<file path="config.mk">
export PLATFORM = sky130hd
export DESIGN_NAME = cmdstat_port
export DESIGN_NICKNAME = d
export VERILOG_FILES = /design/src/rtl/cmdstat_pkg.sv /design/src/rtl/cmdstat_ctrl.sv /design/src/rtl/cmdstat_dp.sv /design/src/rtl/cmdstat_port.sv
export SDC_FILE = /design/constraint.sdc
export NUM_CORES = 1
export LEC_CHECK = 0
export ABC_AREA = 1
export BUFFER_PORTS_ARGS = -buffer_cell sky130_fd_sc_hd__buf_4
export CAP_MARGIN = 5
export CORE_MARGIN = 2
export CORE_UTILIZATION = 56
export CTS_CLUSTER_SIZE = 28
export DETAILED_ROUTE_END_ITERATION = 7
export GPL_TIMING_DRIVEN = 0
export PLACE_DENSITY = 0.91
export SETUP_SLACK_MARGIN = 0.5
export SLEW_MARGIN = 20
export SYNTH_ARGS = -nofsm -noshare
export SYNTH_HDL_FRONTEND = slang
export SYNTH_SLANG_ARGS = --single-unit
export TNS_END_PERCENT = 10
</file>
<file path="constraint.sdc">
create_clock -name clk -period 3.4 [get_ports clk]
set_input_delay 1.02 -clock clk [delete_from_list [all_inputs] [get_ports clk]]
set_output_delay 1.02 -clock clk [all_outputs]
set_load 0.01 [all_outputs]
</file>
<file path="src/rtl/cmdstat_pkg.sv">
package cmdstat_pkg;
  localparam int WORD_W = 16;
  localparam int OP_W   = 5;
  localparam int ARG_W  = WORD_W - OP_W;
  localparam int WIN_W  = 3;
  localparam int EVT_W  = 8;
  localparam int FIL_W  = 4;
  localparam int THR_W  = ARG_W;
  localparam int LOP_W  = 2;
  localparam int REQ_BIT = 6;

  typedef enum logic [OP_W-1:0] {
    OP_GRESET    = 5'd0,
    OP_WINSEL    = 5'd1,
    OP_XCVR_UP   = 5'd2,
    OP_RX_OFF    = 5'd3,
    OP_RX_ON     = 5'd4,
    OP_RX_RST    = 5'd5,
    OP_TX_ON     = 5'd9,
    OP_TX_OFF    = 5'd10,
    OP_TX_RST    = 5'd11,
    OP_REQ_INT   = 5'd12,
    OP_ACK       = 5'd13,
    OP_INT_MASK  = 5'd14,
    OP_RD_MASK   = 5'd15,
    OP_FILTER    = 5'd16,
    OP_RX_EARLY  = 5'd17,
    OP_TX_AVAIL  = 5'd18,
    OP_TX_START  = 5'd19,
    OP_STATS_ON  = 5'd21,
    OP_STATS_OFF = 5'd22,
    OP_XCVR_DN   = 5'd23
  } opcode_e;

  typedef enum logic [LOP_W-1:0] {
    LOP_GRESET = 2'd0,
    LOP_XCVR   = 2'd1,
    LOP_RXRST  = 2'd2,
    LOP_TXRST  = 2'd3
  } longop_e;

  typedef struct packed {
    logic gReset;
    logic winSel;
    logic ack;
    logic reqInt;
    logic ldIntMask;
    logic ldRdMask;
    logic ldFilter;
    logic ldRxEarly;
    logic ldTxAvail;
    logic ldTxStart;
    logic rxOn;
    logic rxOff;
    logic txOn;
    logic txOff;
    logic statsOn;
    logic statsOff;
    logic xcvrOn;
    logic xcvrOff;
  } strobe_t;
endpackage

</file>
<file path="src/rtl/cmdstat_ctrl.sv">
module cmdstat_ctrl
  import cmdstat_pkg::*;
(
  input  logic              clk,
  input  logic              rstN,
  input  logic              cmdWr,
  input  logic [WORD_W-1:0] cmdData,
  input  logic              opDone,
  output strobe_t           stb,
  output logic [ARG_W-1:0]  cmdArg,
  output logic              busy,
  output logic [LOP_W-1:0]  longOp
);
  logic    accept;
  logic    isLong;
  longop_e nextOp;
  opcode_e op;

  assign accept = cmdWr && !busy;
  assign op     = opcode_e'(cmdData[WORD_W-1:ARG_W]);
  assign cmdArg = cmdData[ARG_W-1:0];

  always_comb begin
    stb    = '0;
    isLong = 1'b0;
    nextOp = LOP_GRESET;
    if (accept) begin
      case (op)
        OP_GRESET:    begin stb.gReset = 1'b1; isLong = 1'b1; nextOp = LOP_GRESET; end
        OP_WINSEL:    stb.winSel = 1'b1;
        OP_XCVR_UP:   begin stb.xcvrOn = 1'b1; isLong = 1'b1; nextOp = LOP_XCVR; end
        OP_RX_OFF:    stb.rxOff = 1'b1;
        OP_RX_ON:     stb.rxOn = 1'b1;
        OP_RX_RST:    begin stb.rxOff = 1'b1; isLong = 1'b1; nextOp = LOP_RXRST; end
        OP_TX_ON:     stb.txOn = 1'b1;
        OP_TX_OFF:    stb.txOff = 1'b1;
        OP_TX_RST:    begin stb.txOff = 1'b1; isLong = 1'b1; nextOp = LOP_TXRST; end
        OP_REQ_INT:   stb.reqInt = 1'b1;
        OP_ACK:       stb.ack = 1'b1;
        OP_INT_MASK:  stb.ldIntMask = 1'b1;
        OP_RD_MASK:   stb.ldRdMask = 1'b1;
        OP_FILTER:    stb.ldFilter = 1'b1;
        OP_RX_EARLY:  stb.ldRxEarly = 1'b1;
        OP_TX_AVAIL:  stb.ldTxAvail = 1'b1;
        OP_TX_START:  stb.ldTxStart = 1'b1;
        OP_STATS_ON:  stb.statsOn = 1'b1;
        OP_STATS_OFF: stb.statsOff = 1'b1;
        OP_XCVR_DN:   stb.xcvrOff = 1'b1;
        default:      stb = '0;
      endcase
    end
  end

  always_ff @(posedge clk or negedge rstN) begin
    if (!rstN) begin
      busy   <= 1'b0;
      longOp <= LOP_GRESET;
    end else if (busy && opDone) begin
      busy   <= 1'b0;
    end else if (isLong) begin
      busy   <= 1'b1;
      longOp <= nextOp;
    end
  end


  busy_hold_chk: assert property (@(posedge clk) disable iff (!rstN)
    (busy && !opDone) |=> busy);


  busy_op_stable_chk: assert property (@(posedge clk) disable iff (!rstN)
    (busy && !opDone) |=> $stable(longOp));


  busy_release_chk: assert property (@(posedge clk) disable iff (!rstN)
    (busy && opDone) |=> !busy);
endmodule

</file>
<file path="src/rtl/cmdstat_dp.sv">
module cmdstat_dp
  import cmdstat_pkg::*;
(
  input  logic              clk,
  input  logic              rstN,
  input  strobe_t           stb,
  input  logic [ARG_W-1:0]  cmdArg,
  input  logic [EVT_W-1:1]  evtPulse,
  output logic [WIN_W-1:0]  windowSel,
  output logic [EVT_W-1:0]  visibleBits,
  output logic              irq,
  output logic              rxEnable,
  output logic              txEnable,
  output logic              statsEnable,
  output logic              xcvrEnable,
  output logic [FIL_W-1:0]  rxFilter,
  output logic [THR_W-1:0]  rxEarlyThresh,
  output logic [THR_W-1:0]  txAvailThresh,
  output logic [THR_W-1:0]  txStartThresh
);
  logic [EVT_W-1:1] evtBits;
  logic             latchBit;
  logic [EVT_W-1:0] intMask;
  logic [EVT_W-1:0] rdMask;
  logic [EVT_W-1:1] evtVec;
  logic [EVT_W-1:0] ackMask;
  logic             newSet;

  always_comb begin
    evtVec          = evtPulse;
    evtVec[REQ_BIT] = evtPulse[REQ_BIT] | stb.reqInt;
  end

  assign ackMask = stb.ack ? cmdArg[EVT_W-1:0] : '0;
  assign newSet  = |(evtVec & intMask[EVT_W-1:1]);

  always_ff @(posedge clk or negedge rstN) begin
    if (!rstN) begin
      windowSel     <= '0;
      evtBits       <= '0;
      latchBit      <= 1'b0;
      intMask       <= '0;
      rdMask        <= '1;
      rxFilter      <= '0;
      rxEarlyThresh <= '0;
      txAvailThresh <= '0;
      txStartThresh <= '0;
      rxEnable      <= 1'b0;
      txEnable      <= 1'b0;
      statsEnable   <= 1'b0;
      xcvrEnable    <= 1'b0;
    end else if (stb.gReset) begin
      windowSel     <= '0;
      evtBits       <= '0;
      latchBit      <= 1'b0;
      intMask       <= '0;
      rdMask        <= '1;
      rxFilter      <= '0;
      rxEarlyThresh <= '0;
      txAvailThresh <= '0;
      txStartThresh <= '0;
      rxEnable      <= 1'b0;
      txEnable      <= 1'b0;
      statsEnable   <= 1'b0;
      xcvrEnable    <= 1'b0;
    end else begin
      evtBits  <= (evtBits & ~ackMask[EVT_W-1:1]) | evtVec;
      latchBit <= (latchBit & ~ackMask[0]) | newSet;
      if (stb.winSel)    windowSel     <= cmdArg[WIN_W-1:0];
      if (stb.ldIntMask) intMask       <= cmdArg[EVT_W-1:0];
      if (stb.ldRdMask)  rdMask        <= cmdArg[EVT_W-1:0];
      if (stb.ldFilter)  rxFilter      <= cmdArg[FIL_W-1:0];
      if (stb.ldRxEarly) rxEarlyThresh <= cmdArg;
      if (stb.ldTxAvail) txAvailThresh <= cmdArg;
      if (stb.ldTxStart) txStartThresh <= cmdArg;
      if (stb.rxOn)      rxEnable      <= 1'b1;
      if (stb.rxOff)     rxEnable      <= 1'b0;
      if (stb.txOn)      txEnable      <= 1'b1;
      if (stb.txOff)     txEnable      <= 1'b0;
      if (stb.statsOn)   statsEnable   <= 1'b1;
      if (stb.statsOff)  statsEnable   <= 1'b0;
      if (stb.xcvrOn)    xcvrEnable    <= 1'b1;
      if (stb.xcvrOff)   xcvrEnable    <= 1'b0;
    end
  end

  assign visibleBits = {evtBits, latchBit} & rdMask;
  assign irq         = latchBit;


  ack_clear_chk: assert property (@(posedge clk) disable iff (!rstN)
    (stb.ack && !stb.gReset) |=> ((evtBits & $past(ackMask[EVT_W-1:1] & ~evtVec)) == '0));


  evt_sticky_chk: assert property (@(posedge clk) disable iff (!rstN)
    (!stb.gReset && !stb.ack) |=> ((evtBits & $past(evtBits | evtVec)) == $past(evtBits | evtVec)));


  latch_cause_chk: assert property (@(posedge clk) disable iff (!rstN)
    $rose(latchBit) |-> $past(|(evtVec & intMask[EVT_W-1:1])));


  rx_on_cause_chk: assert property (@(posedge clk) disable iff (!rstN)
    $rose(rxEnable) |-> $past(stb.rxOn));
endmodule

</file>
<file path="src/rtl/cmdstat_port.sv">
module cmdstat_port
  import cmdstat_pkg::*;
(
  input  logic              clk,
  input  logic              rstN,
  input  logic              cmdWr,
  input  logic [15:0]       cmdData,
  input  logic [7:1]        evtPulse,
  input  logic              opDone,
  output logic [15:0]       statusWord,
  output logic [2:0]        windowSel,
  output logic              irq,
  output logic              cmdBusy,
  output logic [1:0]        longOp,
  output logic              rxEnable,
  output logic              txEnable,
  output logic              statsEnable,
  output logic              xcvrEnable,
  output logic [3:0]        rxFilter,
  output logic [10:0]       rxEarlyThresh,
  output logic [10:0]       txAvailThresh,
  output logic [10:0]       txStartThresh
);
  localparam int PAD_W = WORD_W - WIN_W - 1 - EVT_W;

  strobe_t          stb;
  logic [ARG_W-1:0] cmdArg;
  logic [EVT_W-1:0] visibleBits;

  cmdstat_ctrl uCtrl (
    .clk     (clk),
    .rstN    (rstN),
    .cmdWr   (cmdWr),
    .cmdData (cmdData),
    .opDone  (opDone),
    .stb     (stb),
    .cmdArg  (cmdArg),
    .busy    (cmdBusy),
    .longOp  (longOp)
  );

  cmdstat_dp uDp (
    .clk           (clk),
    .rstN          (rstN),
    .stb           (stb),
    .cmdArg        (cmdArg),
    .evtPulse      (evtPulse),
    .windowSel     (windowSel),
    .visibleBits   (visibleBits),
    .irq           (irq),
    .rxEnable      (rxEnable),
    .txEnable      (txEnable),
    .statsEnable   (statsEnable),
    .xcvrEnable    (xcvrEnable),
    .rxFilter      (rxFilter),
    .rxEarlyThresh (rxEarlyThresh),
    .txAvailThresh (txAvailThresh),
    .txStartThresh (txStartThresh)
  );

  assign statusWord = {windowSel, cmdBusy, {PAD_W{1'b0}}, visibleBits};


  win_report_chk: assert property (@(posedge clk) disable iff (!rstN)
    (cmdWr && !cmdBusy && cmdData[15:11] == 5'd1) |=> (statusWord[15:13] == $past(cmdData[2:0])));
endmodule

</file>
==> results of run 1 <==
-- power breakdown --
| part | internal, mW | switching [mW] |
|---|---|---|
| combinational | 0.331 | 0.330 |
| sequential | 1.02 | 0.107 |
| clock | 0.273 | 0.337 |
-- sequential cells by signal (all words and copies together) (netlist names) --
register and cells:
uDp.statsEnable 1, uDp.rxEnable 1, uDp.intMask 7, uCtrl.busy 1, uDp.rdMask 8, uDp.txStartThresh 11, uCtrl.longOp 2, uDp.rxFilter 4
uDp.irq 1, uDp.xcvrEnable 1, uDp.txAvailThresh 11, uDp.rxEarlyThresh 11, uDp.txEnable 1, uDp.evtBits 7, uDp.windowSel 3
-- cells in the mapped netlist (2+ instances only) --
| master | count | area share [%] |
|---|---|---|
| o21ai_2 | 6 | 1.7 |
| buf_6 | 3 | 1.1 |
| inv_2 | 5 | 0.59 |
| o211ai_1 | 9 | 2.1 |
| dfrtp_1 | 62 | 49 |
| nand2_2 | 2 | 0.39 |
| nor2_4 | 6 | 2.1 |
| nor3_1 | 3 | 0.47 |
| nand3_1 | 9 | 1.4 |
| buf_4 | 9 | 2.1 |
| o21ai_1 | 3 | 0.47 |
| dfstp_2 | 8 | 6.6 |
| nand2_1 | 148 | 18 |
| o21ai_0 | 21 | 3.3 |
| a31oi_1 | 3 | 0.59 |
| inv_1 | 34 | 4.0 |
| a21oi_1 | 8 | 1.3 |
| nor2_1 | 17 | 2.0 |
-- worst max path at each step --
| stage | from | depth (start not counted) | slack, ns | endpoint |
|---|---|---|---|---|
| after floorplan | cmdWr | 8 | 1.43 | uDp.txStartThresh[10]$_DFFE_PN0P_ |
| after global placement | cmdData[12] | 8 | 1.07 | uDp.txAvailThresh[10]$_DFFE_PN0P_ |
| after detailed placement | cmdData[12] | 8 | 1.03 | uDp.rxEarlyThresh[10]$_DFFE_PN0P_ |
| after CTS | uDp.rdMask[3]$_DFFE_PN1P_ | 3 | 1.29 | statusWord[3] |
| after global routing | uDp.rdMask[3]$_DFFE_PN1P_ | 3 | 1.26 | statusWord[3] |
| final | uDp.rdMask[3]$_DFFE_PN1P_ | 3 | 1.29 | statusWord[3] |
-- layout make-up --
class / count / area share (%)
clock inverter: 7 / 1.40
multi-input combinational: 246 / 28.2
sequential: 70 / 43.0
inverter: 40 / 3.73
tap: 72 / 2.20
clock buffer: 9 / 3.02
timing repair buffer: 86 / 15.8
buffer: 14 / 2.69
-- cell families (layout without fill, tap and decap cells) --
kind of cell / count (synthesis) / count (layout) / synth area share, %
other cells: 1 / 4 / 0.118
simple gates: 192 / 192 / 26.6
buf+inv: 54 / 156 / 8.29
flops: 70 / 70 / 55.6
compound gates: 50 / 50 / 9.44
-- worst max-delay path, stage by stage, from the launching register on --
cell	delay, ns
dfstp_2	0.54
nand2_1	0.05
inv_1	0.05
buf_4	0.11
-- metrics by stage --
step | cells | utilization, % | setup slack [ns] | hold slack (ns)
floorplan | 370 | - | 1.43 | 0.442
global placement | 528 | 71.6 | 1.07 | 0.456
detailed placement | 528 | 71.6 | 1.03 | 0.459
CTS | 544 | 74.9 | 1.29 | 0.480
global route | 544 | 74.9 | 1.26 | 0.512
finish | 544 | 74.9 | 1.29 | 0.478
-- layer usage --
layer | GRT usage (%) | part of all wire, %
met5 | 0 | 0
met1 | 34.2 | 41
met3 | 5.00 | 7.3
met4 | 11.6 | 2.1
met2 | 43.0 | 49
==> results.sh, run 1 <==
export IMPL_overflow=0
export IMPL_cts_root_buf="clkbuf_8"
export IMPL_rrSetupSlack_ns=1.69
export IMPL_globalRouteTotalUtil_pct=26.3
export IMPL_synth_main_ff_cell="dfrtp_1"
export IMPL_start_util_pct=57.9
export IMPL_fin_area_um2=4100
export IMPL_yosys_cell_types_count=29
export IMPL_cp_start_kind="register"
export IMPL_cts_buffers=9
export IMPL_cp_max_fo=2
export IMPL_layout_common_cells="148 x nand2_1, 95 x buf_4, 62 x dfrtp_1, 34 x inv_1, 21 x o21ai_0"
export IMPL_grt_pass1_wl_mm=12.6
export IMPL_seq_area_um2=1760
export IMPL_hold_viol=0
export IMPL_power_density_nw_per_um2=586
export IMPL_clock_sinks=70
export IMPL_setup_viol=0
export IMPL_ctsHoldBuffers=0
export IMPL_synth_edf_count=0
export IMPL_drv_slew=0
export IMPL_drt_iter0_markers=267
export IMPL_routedWlPerCell_um=14.2
export IMPL_hpwl_mm=5.58
export IMPL_port_buffer_count=86
export IMPL_die_h_um=79.2
export IMPL_routed_wl_mm=7.72
export IMPL_clockBufferDepth=2
export IMPL_finalCritPeriodShare_pct=62.0
export IMPL_min_to="uDp.txAvailThresh[4]$_DFFE_PN0P_"
export IMPL_synth_warnings=0
export IMPL_synth_seq_cells=70
export IMPL_routabilityCongestion=0.904
export IMPL_clk_latency_ns=0.34
export IMPL_yosysSeqAreaShare_pct=55.6
export IMPL_arrival_ns=1.09
export IMPL_routed_via_count=2778
export IMPL_drive_gt1_share_pct=31.6
export IMPL_dieWidth_um=79.2
export IMPL_grt_setup_unrepaired="false"
export IMPL_htreeDepth=3
export IMPL_vdd_drop_max_uv=422
export IMPL_drc=0
export IMPL_nNetsFinal=494
export IMPL_worstReg2RegEnd="uDp.rdMask[7]$_DFFE_PN1P_"
export IMPL_min_period_ns=2.11
export IMPL_hold_path_class="register to register"
export IMPL_drtPass1Iterations=5
export IMPL_avgSynthCellArea_um2=8.64
export IMPL_ant_nets=0
export IMPL_status="finished clean"
export IMPL_fillers=424
export IMPL_max_slew_margin_pct=42.3
export IMPL_antennaDiodeCount=0
export IMPL_grt_start_max_net_pins=71
export IMPL_cts_tree="yes"
export IMPL_fmax_mhz=474
export IMPL_r2r_start="uCtrl.busy$_DFFE_PN0P_"
export IMPL_tightest_slew_ns=0.866
export IMPL_hold_depth=2
export IMPL_clk_pin_slew_ns=0.08
export IMPL_pin_count=91
export IMPL_power_mw=2.40
export IMPL_vias_per_cell=5.11
export IMPL_maxCapViolations=0
export IMPL_core_area_um2=5470
export IMPL_areaGrowthSynthToFinish_pct=29.3
export IMPL_cts_resized=0
export IMPL_p_leak_nw=2.25
export IMPL_crit_type="register to output port"
export IMPL_layout_cells_most_common="nand2_1"
export IMPL_syn_inst=367
export IMPL_fin_setup_tns_ns=0
export IMPL_synth_area_um2=3170
export IMPL_skew_ns=0.00614
export IMPL_placed_cell_area_um2=3920
export IMPL_reg2reg_depth=6
export IMPL_cp_end_kind="output port"
export IMPL_first_global_vias=2659
export IMPL_worstPathRequired_ns=2.38
export IMPL_num_rows=27
export IMPL_async_flop_share_pct=100
export IMPL_antenna_found_initial=0
export IMPL_die_area_um2=6280
export IMPL_hp_start="uDp.txAvailThresh[4]$_DFFE_PN0P_"
export IMPL_cts_setup_buffers=0
export IMPL_multi_input_area_um2=1160
(Power assumes the default switching activity.)
==> run 2, diff against run 1 <==
--- a/config.mk
+++ b/config.mk
@@ -5,15 +5,15 @@
 export SDC_FILE = /design/constraint.sdc
 export NUM_CORES = 1
 export LEC_CHECK = 0
-export ABC_AREA = 1
+export ABC_AREA = 0
 export BUFFER_PORTS_ARGS = -buffer_cell sky130_fd_sc_hd__buf_4
 export CAP_MARGIN = 5
 export CORE_MARGIN = 2
-export CORE_UTILIZATION = 56
+export CORE_UTILIZATION = 52
 export CTS_CLUSTER_SIZE = 28
 export DETAILED_ROUTE_END_ITERATION = 7
 export GPL_TIMING_DRIVEN = 0
-export PLACE_DENSITY = 0.91
+export PLACE_DENSITY = 0.86
 export SETUP_SLACK_MARGIN = 0.5
 export SLEW_MARGIN = 20
 export SYNTH_ARGS = -nofsm -noshare
==> constraint.sdc (replaced) <==
create_clock -name clk -period 2.03 [get_ports clk]
set_input_delay 0.609 -clock clk [delete_from_list [all_inputs] [get_ports clk]]
set_output_delay 0.609 -clock clk [all_outputs]
set_load 0.01 [all_outputs]
==> run 2 against run 1 <==
  * Total power increased by 67%
  * Synthesized cell count decreased by 19%
  * Global-route usage down 1.2 points
  * Count of clock-buffer cells in the layout up 1
==> results.sh, run 2 <==
export IMPL_port_buffer_count=82
export IMPL_synth_seq_cells=70
export IMPL_grt_start_max_net_pins=71
export IMPL_yosysSeqAreaShare_pct=54.6
export IMPL_cp_end_kind="output port"
export IMPL_yosys_area_top_type_share_pct=48.1
export IMPL_clk_latency_ns=0.35
export IMPL_worstPathRequired_ns=1.42
export IMPL_synth_area_leaders="dfrtp_1 48%, mux2i_1 15%, dfstp_2 6.5%"
export IMPL_skew_ns=0.00330
export IMPL_postLayoutSetupSlackWorst_ns=0.259
export IMPL_power_density_nw_per_um2=912
export IMPL_arrival_ns=1.16
export IMPL_clk_pin_slew_ns=0.08
export IMPL_routedWlPerCell_um=17.1
export IMPL_first_global_vias=2418
export IMPL_finalCritPeriodShare_pct=87.3
export IMPL_die_area_um2=6850
export IMPL_syn_inst=296
export IMPL_hold_path_class="input port to asynchronous set/reset pin"
export IMPL_routed_wl_mm=8.33
export IMPL_start_util_pct=54.2
export IMPL_max_slew_margin_pct=42.2
export IMPL_post_route_util_pct=74.0
export IMPL_min_period_ns=1.77
export IMPL_drive_gt1_share_pct=39.9
export IMPL_hpwl_mm=5.47
export IMPL_synth_edf_count=0
export IMPL_drt_iter0_markers=103
export IMPL_drtPass1Iterations=4
export IMPL_p_leak_nw=2.37
export IMPL_clockBufferDepth=2
export IMPL_fmax_mhz=565
export IMPL_cp_max_fo=4
export IMPL_setup_viol=0
export IMPL_antennaDiodeCount=0
export IMPL_num_rows=28
export IMPL_top_regs="uDp.rxEarlyThresh (11), uDp.txAvailThresh (11), uDp.txStartThresh (11)"
export IMPL_rrSetupSlack_ns=0.27
export IMPL_die_h_um=82.8
export IMPL_ctsHoldBuffers=0
export IMPL_layout_common_cells="102 x buf_4, 61 x dfrtp_1, 45 x mux2i_1, 36 x nor2_1, 27 x nand2_1"
export IMPL_routabilityCongestion=0.903
export IMPL_fin_setup_tns_ns=0
export IMPL_async_flop_share_pct=100
export IMPL_cp_start_kind="register"
export IMPL_pre_cts_ws_ns=-0.164
export IMPL_areaGrowthSynthToFinish_pct=36.5
export IMPL_hold_viol=0
export IMPL_cts_root_buf="clkbuf_8"
export IMPL_layout_cells_most_common="buf_4"
export IMPL_grt_pass1_wl_mm=12.5
export IMPL_maxCapViolations=0
export IMPL_vias_per_cell=5.42
export IMPL_avgSynthCellArea_um2=10.9
export IMPL_ant_nets=0
export IMPL_synth_area_um2=3230
export IMPL_cts_tree="yes"
export IMPL_htreeDepth=3
export IMPL_clock_sinks=70
export IMPL_antenna_found_initial=0
export IMPL_crit_type="register to output port"
export IMPL_globalRouteTotalUtil_pct=25.1
export IMPL_yosys_cell_types_count=44
export IMPL_overflow=0
export IMPL_vdd_drop_max_uv=697
export IMPL_grt_setup_unrepaired="true"
export IMPL_synth_main_ff_cell="dfrtp_1"
export IMPL_synth_warnings=0
export IMPL_drv_slew=0
export IMPL_routed_via_count=2635
export IMPL_pin_count=91
export IMPL_dieWidth_um=82.8
export IMPL_status="finished clean"
export IMPL_yosysMostFrequentCell="dfrtp_1"
export IMPL_tightest_slew_ns=0.867
export IMPL_yosys_area_top_type="dfrtp_1"
export IMPL_core_area_um2=5960
export IMPL_drc=0
export IMPL_ys_top_cells_by_count="62 x dfrtp_1, 49 x mux2i_1, 36 x nor2_1, 28 x nand2_1, 18 x o21ai_0"
export IMPL_cts_buffers=9
export IMPL_nNetsFinal=433
[run 2: cell families after synthesis]
logic type	Yosys count	synth area share (%)
buffers and inverters	32	5.00
AOI/OAI and AO/OA	43	8.29
muxes	50	15.5
xor gates and xnor gates	1	0.271
and+or+nand+nor	99	16.2
other	1	0.116
DFF	70	54.6
[run 2: repair_timing]
| action | in CTS | in global routing |
|---|---|---|
| pin swaps | 4 | 4 |
| resized for setup | 8 | 16 |
| setup buffers | 9 | 4 |
| cloned | 0 | 1 |
| endpoints found under the setup margin | 77 | 106 |
[run 2: per-layer routing]
layer | up-vias | track usage (%) | wire, um
met1 | 1297 | 33.0 | 3520
met2 | 94 | 41.1 | 4140
li1 | 1229 | - | -
met3 | 15 | 5.74 | 518
met5 | - | 0 | 0
met4 | 0 | 8.69 | 154
[run 2: power breakdown]
| group | internal [mW] | leakage, nW | switching (mW) | total [mW] |
|---|---|---|---|---|
| clock | 0.610 | 0.103 | 0.573 | 1.18 |
| combinational | 0.535 | 1.41 | 0.482 | 1.02 |
| sequential | 1.67 | 0.855 | 0.151 | 1.82 |
[run 2: worst max-delay path, cell delays in order, from the launching register on]
cell and delay [ns]:
dfrtp_2 0.45, buf_6 0.13, buf_4 0.12, buf_6 0.11
[run 2: cell type report]
type                       count  area [um^2]
buffer                        22          183
inverter                      10         37.5
clock buffer                  10          138
timing repair buffer          96          762
clock inverter                 6         68.8
fill                         421         1550
sequential                    70         1760
tap                           75         93.8
multi-input combinational    197         1360
[run 2: path summary, 6_finish.rpt]
path | startpoint | end | cells past startpoint
setup / recovery | uCtrl.busy$_DFFE_PN0P_ | statusWord[12] | 3
hold / removal | rstN | uDp.evtBits[3]$_DFF_PN0_ | 1
setup reg to reg | uCtrl.busy$_DFFE_PN0P_ | uDp.txStartThresh[2]$_DFFE_PN0P_ | 6
hold reg to reg | uDp.rxFilter[2]$_DFFE_PN0P_ | uDp.rxFilter[2]$_DFFE_PN0P_ | 2
max in group asynchronous | rstN | uCtrl.busy$_DFFE_PN0P_ | 1
min in group clk | opDone | uCtrl.busy$_DFFE_PN0P_ | 2
[run 2: through the flow]
step / area (um^2) / instances / hold WS (ns) / total power, mW
global route: 4410 / 486 / 0.437 / 4.22
global placement: 3990 / 456 / 0.463 / 2.78
floorplan: 3280 / 299 / 0.313 / 2.28
finish: 4410 / 486 / 0.364 / 4.02
detailed placement: 3990 / 456 / 0.476 / 2.83
CTS: 4300 / 481 / 0.406 / 4.01
==> run 3, diff against run 2 <==
--- a/config.mk
+++ b/config.mk
@@ -8,10 +8,12 @@
 export ABC_AREA = 0
 export BUFFER_PORTS_ARGS = -buffer_cell sky130_fd_sc_hd__buf_4
 export CAP_MARGIN = 5
+export CORE_ASPECT_RATIO = 0.6
 export CORE_MARGIN = 2
 export CORE_UTILIZATION = 52
 export CTS_CLUSTER_SIZE = 28
 export DETAILED_ROUTE_END_ITERATION = 7
+export GPL_ROUTABILITY_DRIVEN = 0
 export GPL_TIMING_DRIVEN = 0
 export PLACE_DENSITY = 0.86
 export SETUP_SLACK_MARGIN = 0.5
==> run 3 against run 2 <==
  * Count of clock-buffer cells in the layout stayed put
  * Fmax is 0.17% lower
  * Combinational power hardly changed
  * Total power is 4.7% lower
  * Largest power group unchanged
  * Sequential power hardly changed
  * Design area is 1.3% higher
  * Via count is 2.4% higher
  * Clock skew is 0.0022 ns higher
  * Global-route usage is 0.23 points lower
  * Clock power is 17% lower
  * Sequential share of layout area is 0.52 points lower
==> results.sh, run 3 (same netlist as run 2, synthesis figures left out) <==
export IMPL_status="finished clean"
export IMPL_path_cells="or3b_4, buf_4, nor3_4, buf_12, mux2i_1, nand2_1"
export IMPL_clockBufferDepth=2
export IMPL_cts_buffers=9
export IMPL_nNetsFinal=437
export IMPL_antenna_found_initial=0
export IMPL_layout_common_cells="104 x buf_4, 61 x dfrtp_1, 46 x mux2i_1, 36 x nor2_1, 26 x nand2_1"
export IMPL_clk_pin_slew_ns=0.07
export IMPL_drv_slew=0
export IMPL_routed_via_count=2697
export IMPL_tightest_slew_ns=0.856
export IMPL_clk_latency_ns=0.34
export IMPL_start_util_pct=53.3
export IMPL_fin_area_um2=4460
export IMPL_cts_root_buf="clkbuf_8"
export IMPL_cp_max_fo=8
export IMPL_num_rows=22
export IMPL_fmax_mhz=564
export IMPL_maxCapViolations=0
export IMPL_finalCritPeriodShare_pct=87.4
export IMPL_wl_met2_mm=3.92
export IMPL_cp_end_kind="register"
export IMPL_max_slew_margin_pct=42.9
export IMPL_core_area_um2=6060
export IMPL_arrival_ns=2.01
export IMPL_placed_cell_area_um2=4000
export IMPL_drt_iter0_markers=124
export IMPL_pre_cts_ws_ns=-0.186
export IMPL_route_met3_wl_um=783
export IMPL_globalRouteTotalUtil_pct=24.9
export IMPL_port_buffer_count=82
export IMPL_crit_type="register to register"
export IMPL_setup_viol=0
export IMPL_min_period_ns=1.77
export IMPL_ctsHoldBuffers=0
export IMPL_clock_sinks=70
export IMPL_antennaDiodeCount=0
export IMPL_dieWidth_um=106
export IMPL_ant_nets=0
export IMPL_hold_path_class="input port to asynchronous set/reset pin"
export IMPL_drive_gt1_share_pct=40.5
export IMPL_pin_count=91
export IMPL_worstPathRequired_ns=2.26
export IMPL_die_area_um2=6870
export IMPL_cts_tree="yes"
export IMPL_p_leak_nw=2.37
export IMPL_fillers=430
export IMPL_hpwl_mm=5.51
export IMPL_routed_wl_mm=8.47
export IMPL_htreeDepth=3
export IMPL_skew_ns=0.00545
export IMPL_grt_start_max_net_pins=71
export IMPL_vias_per_cell=5.40
export IMPL_power_density_nw_per_um2=858
export IMPL_top_regs="uDp.rxEarlyThresh (11), uDp.txAvailThresh (11), uDp.txStartThresh (11)"
export IMPL_drc=0
export IMPL_overflow=0
export IMPL_cpPeakStageDelay_ns=0.46
export IMPL_wl_met1_mm=3.66
export IMPL_highest_layer="met4"
export IMPL_grt_setup_unrepaired="true"
export IMPL_routedWlPerCell_um=17.0
export IMPL_postLayoutSetupSlackWorst_ns=0.256
export IMPL_hold_viol=0
export IMPL_cpMaxStageDelayCell="dfrtp_2"
export IMPL_first_global_vias=2496
export IMPL_areaGrowthSynthToFinish_pct=38.3
export IMPL_cp_start_kind="register"
export IMPL_layout_cells_most_common="buf_4"
export IMPL_grt_pass1_wl_mm=13.0
export IMPL_vdd_drop_max_uv=443
export IMPL_die_h_um=65.0
export IMPL_drtPass1Iterations=4
[run 3: power breakdown]
group          leakage [nW]  switching, mW  internal [mW]
combinational          1.43          0.485          0.543
clock                0.0841          0.511          0.469
sequential            0.855          0.152           1.67
total                  2.37           1.15           2.68
[run 3: through the flow]
step	power [mW]	TNS (ns)	hold slack [ns]	util, %	std cells
3_3_place_gp	2.78	-4.33	0.465	66.0	465
3_5_place_dp	2.82	-6.56	0.487	66.0	465
2_1_floorplan	2.28	0	0.313	-	299
5_1_grt	4.03	0	0.452	73.7	499
6_report	3.83	0	0.374	73.7	499
4_1_cts	3.82	0	0.404	72.0	491
[run 3: cell type report]
type / instances / area, um^2 / share of cell area (%)
Inverter: 10 / 37.5 / 0.841
Buffer: 22 / 180 / 4.04
Multi-Input combinational cell: 197 / 1410 / 31.6
Clock inverter: 6 / 37.5 / 0.841
Clock buffer: 10 / 138 / 3.08
Sequential cell: 70 / 1760 / 39.5
Timing Repair Buffer: 100 / 792 / 17.7
Tap cell: 84 / 105 / 2.35
[run 3: path summary, 6_finish.rpt]
check	start	cells past startpoint	slack (ns)	endpoint
min in group clk	opDone	2	0.44	uCtrl.busy$_DFFE_PN0P_
worst max-delay path	uCtrl.busy$_DFFE_PN0P_	6	0.26	uDp.rdMask[6]$_DFFE_PN1P_
worst max register to register	uCtrl.busy$_DFFE_PN0P_	6	0.26	uDp.rdMask[6]$_DFFE_PN1P_
worst min register to register	uDp.rxFilter[0]$_DFFE_PN0P_	2	0.50	uDp.rxFilter[0]$_DFFE_PN0P_
max in group asynchronous	rstN	1	1.03	uCtrl.busy$_DFFE_PN0P_
worst min-delay path	rstN	1	0.37	uDp.evtBits[7]$_DFF_PN0_
[run 3: worst max-delay path, delay by kind of cell (launching register included)]
kind | cells | cell delay [ns]
and+or+nand+nor | 3 | 0.70
muxes | 1 | 0.19
buffers and inverters | 2 | 0.33
DFF | 1 | 0.46
[run 3: what timing repair did]
| item | CTS | global route |
|---|---|---|
| resized for setup | 20 | 10 |
| pin swaps | 6 | 6 |
| buffers inserted | 8 | 8 |
| endpoints found under the setup margin | 77 | 83 |
| gates cloned | 2 | 0 |
[run 3: per-layer routing]
metal  up-vias  GRT usage [%]
li1       1233              -
met1      1326           35.9
met2       126           39.0
met3        12           4.83
met4         0           6.41
met5         -              0
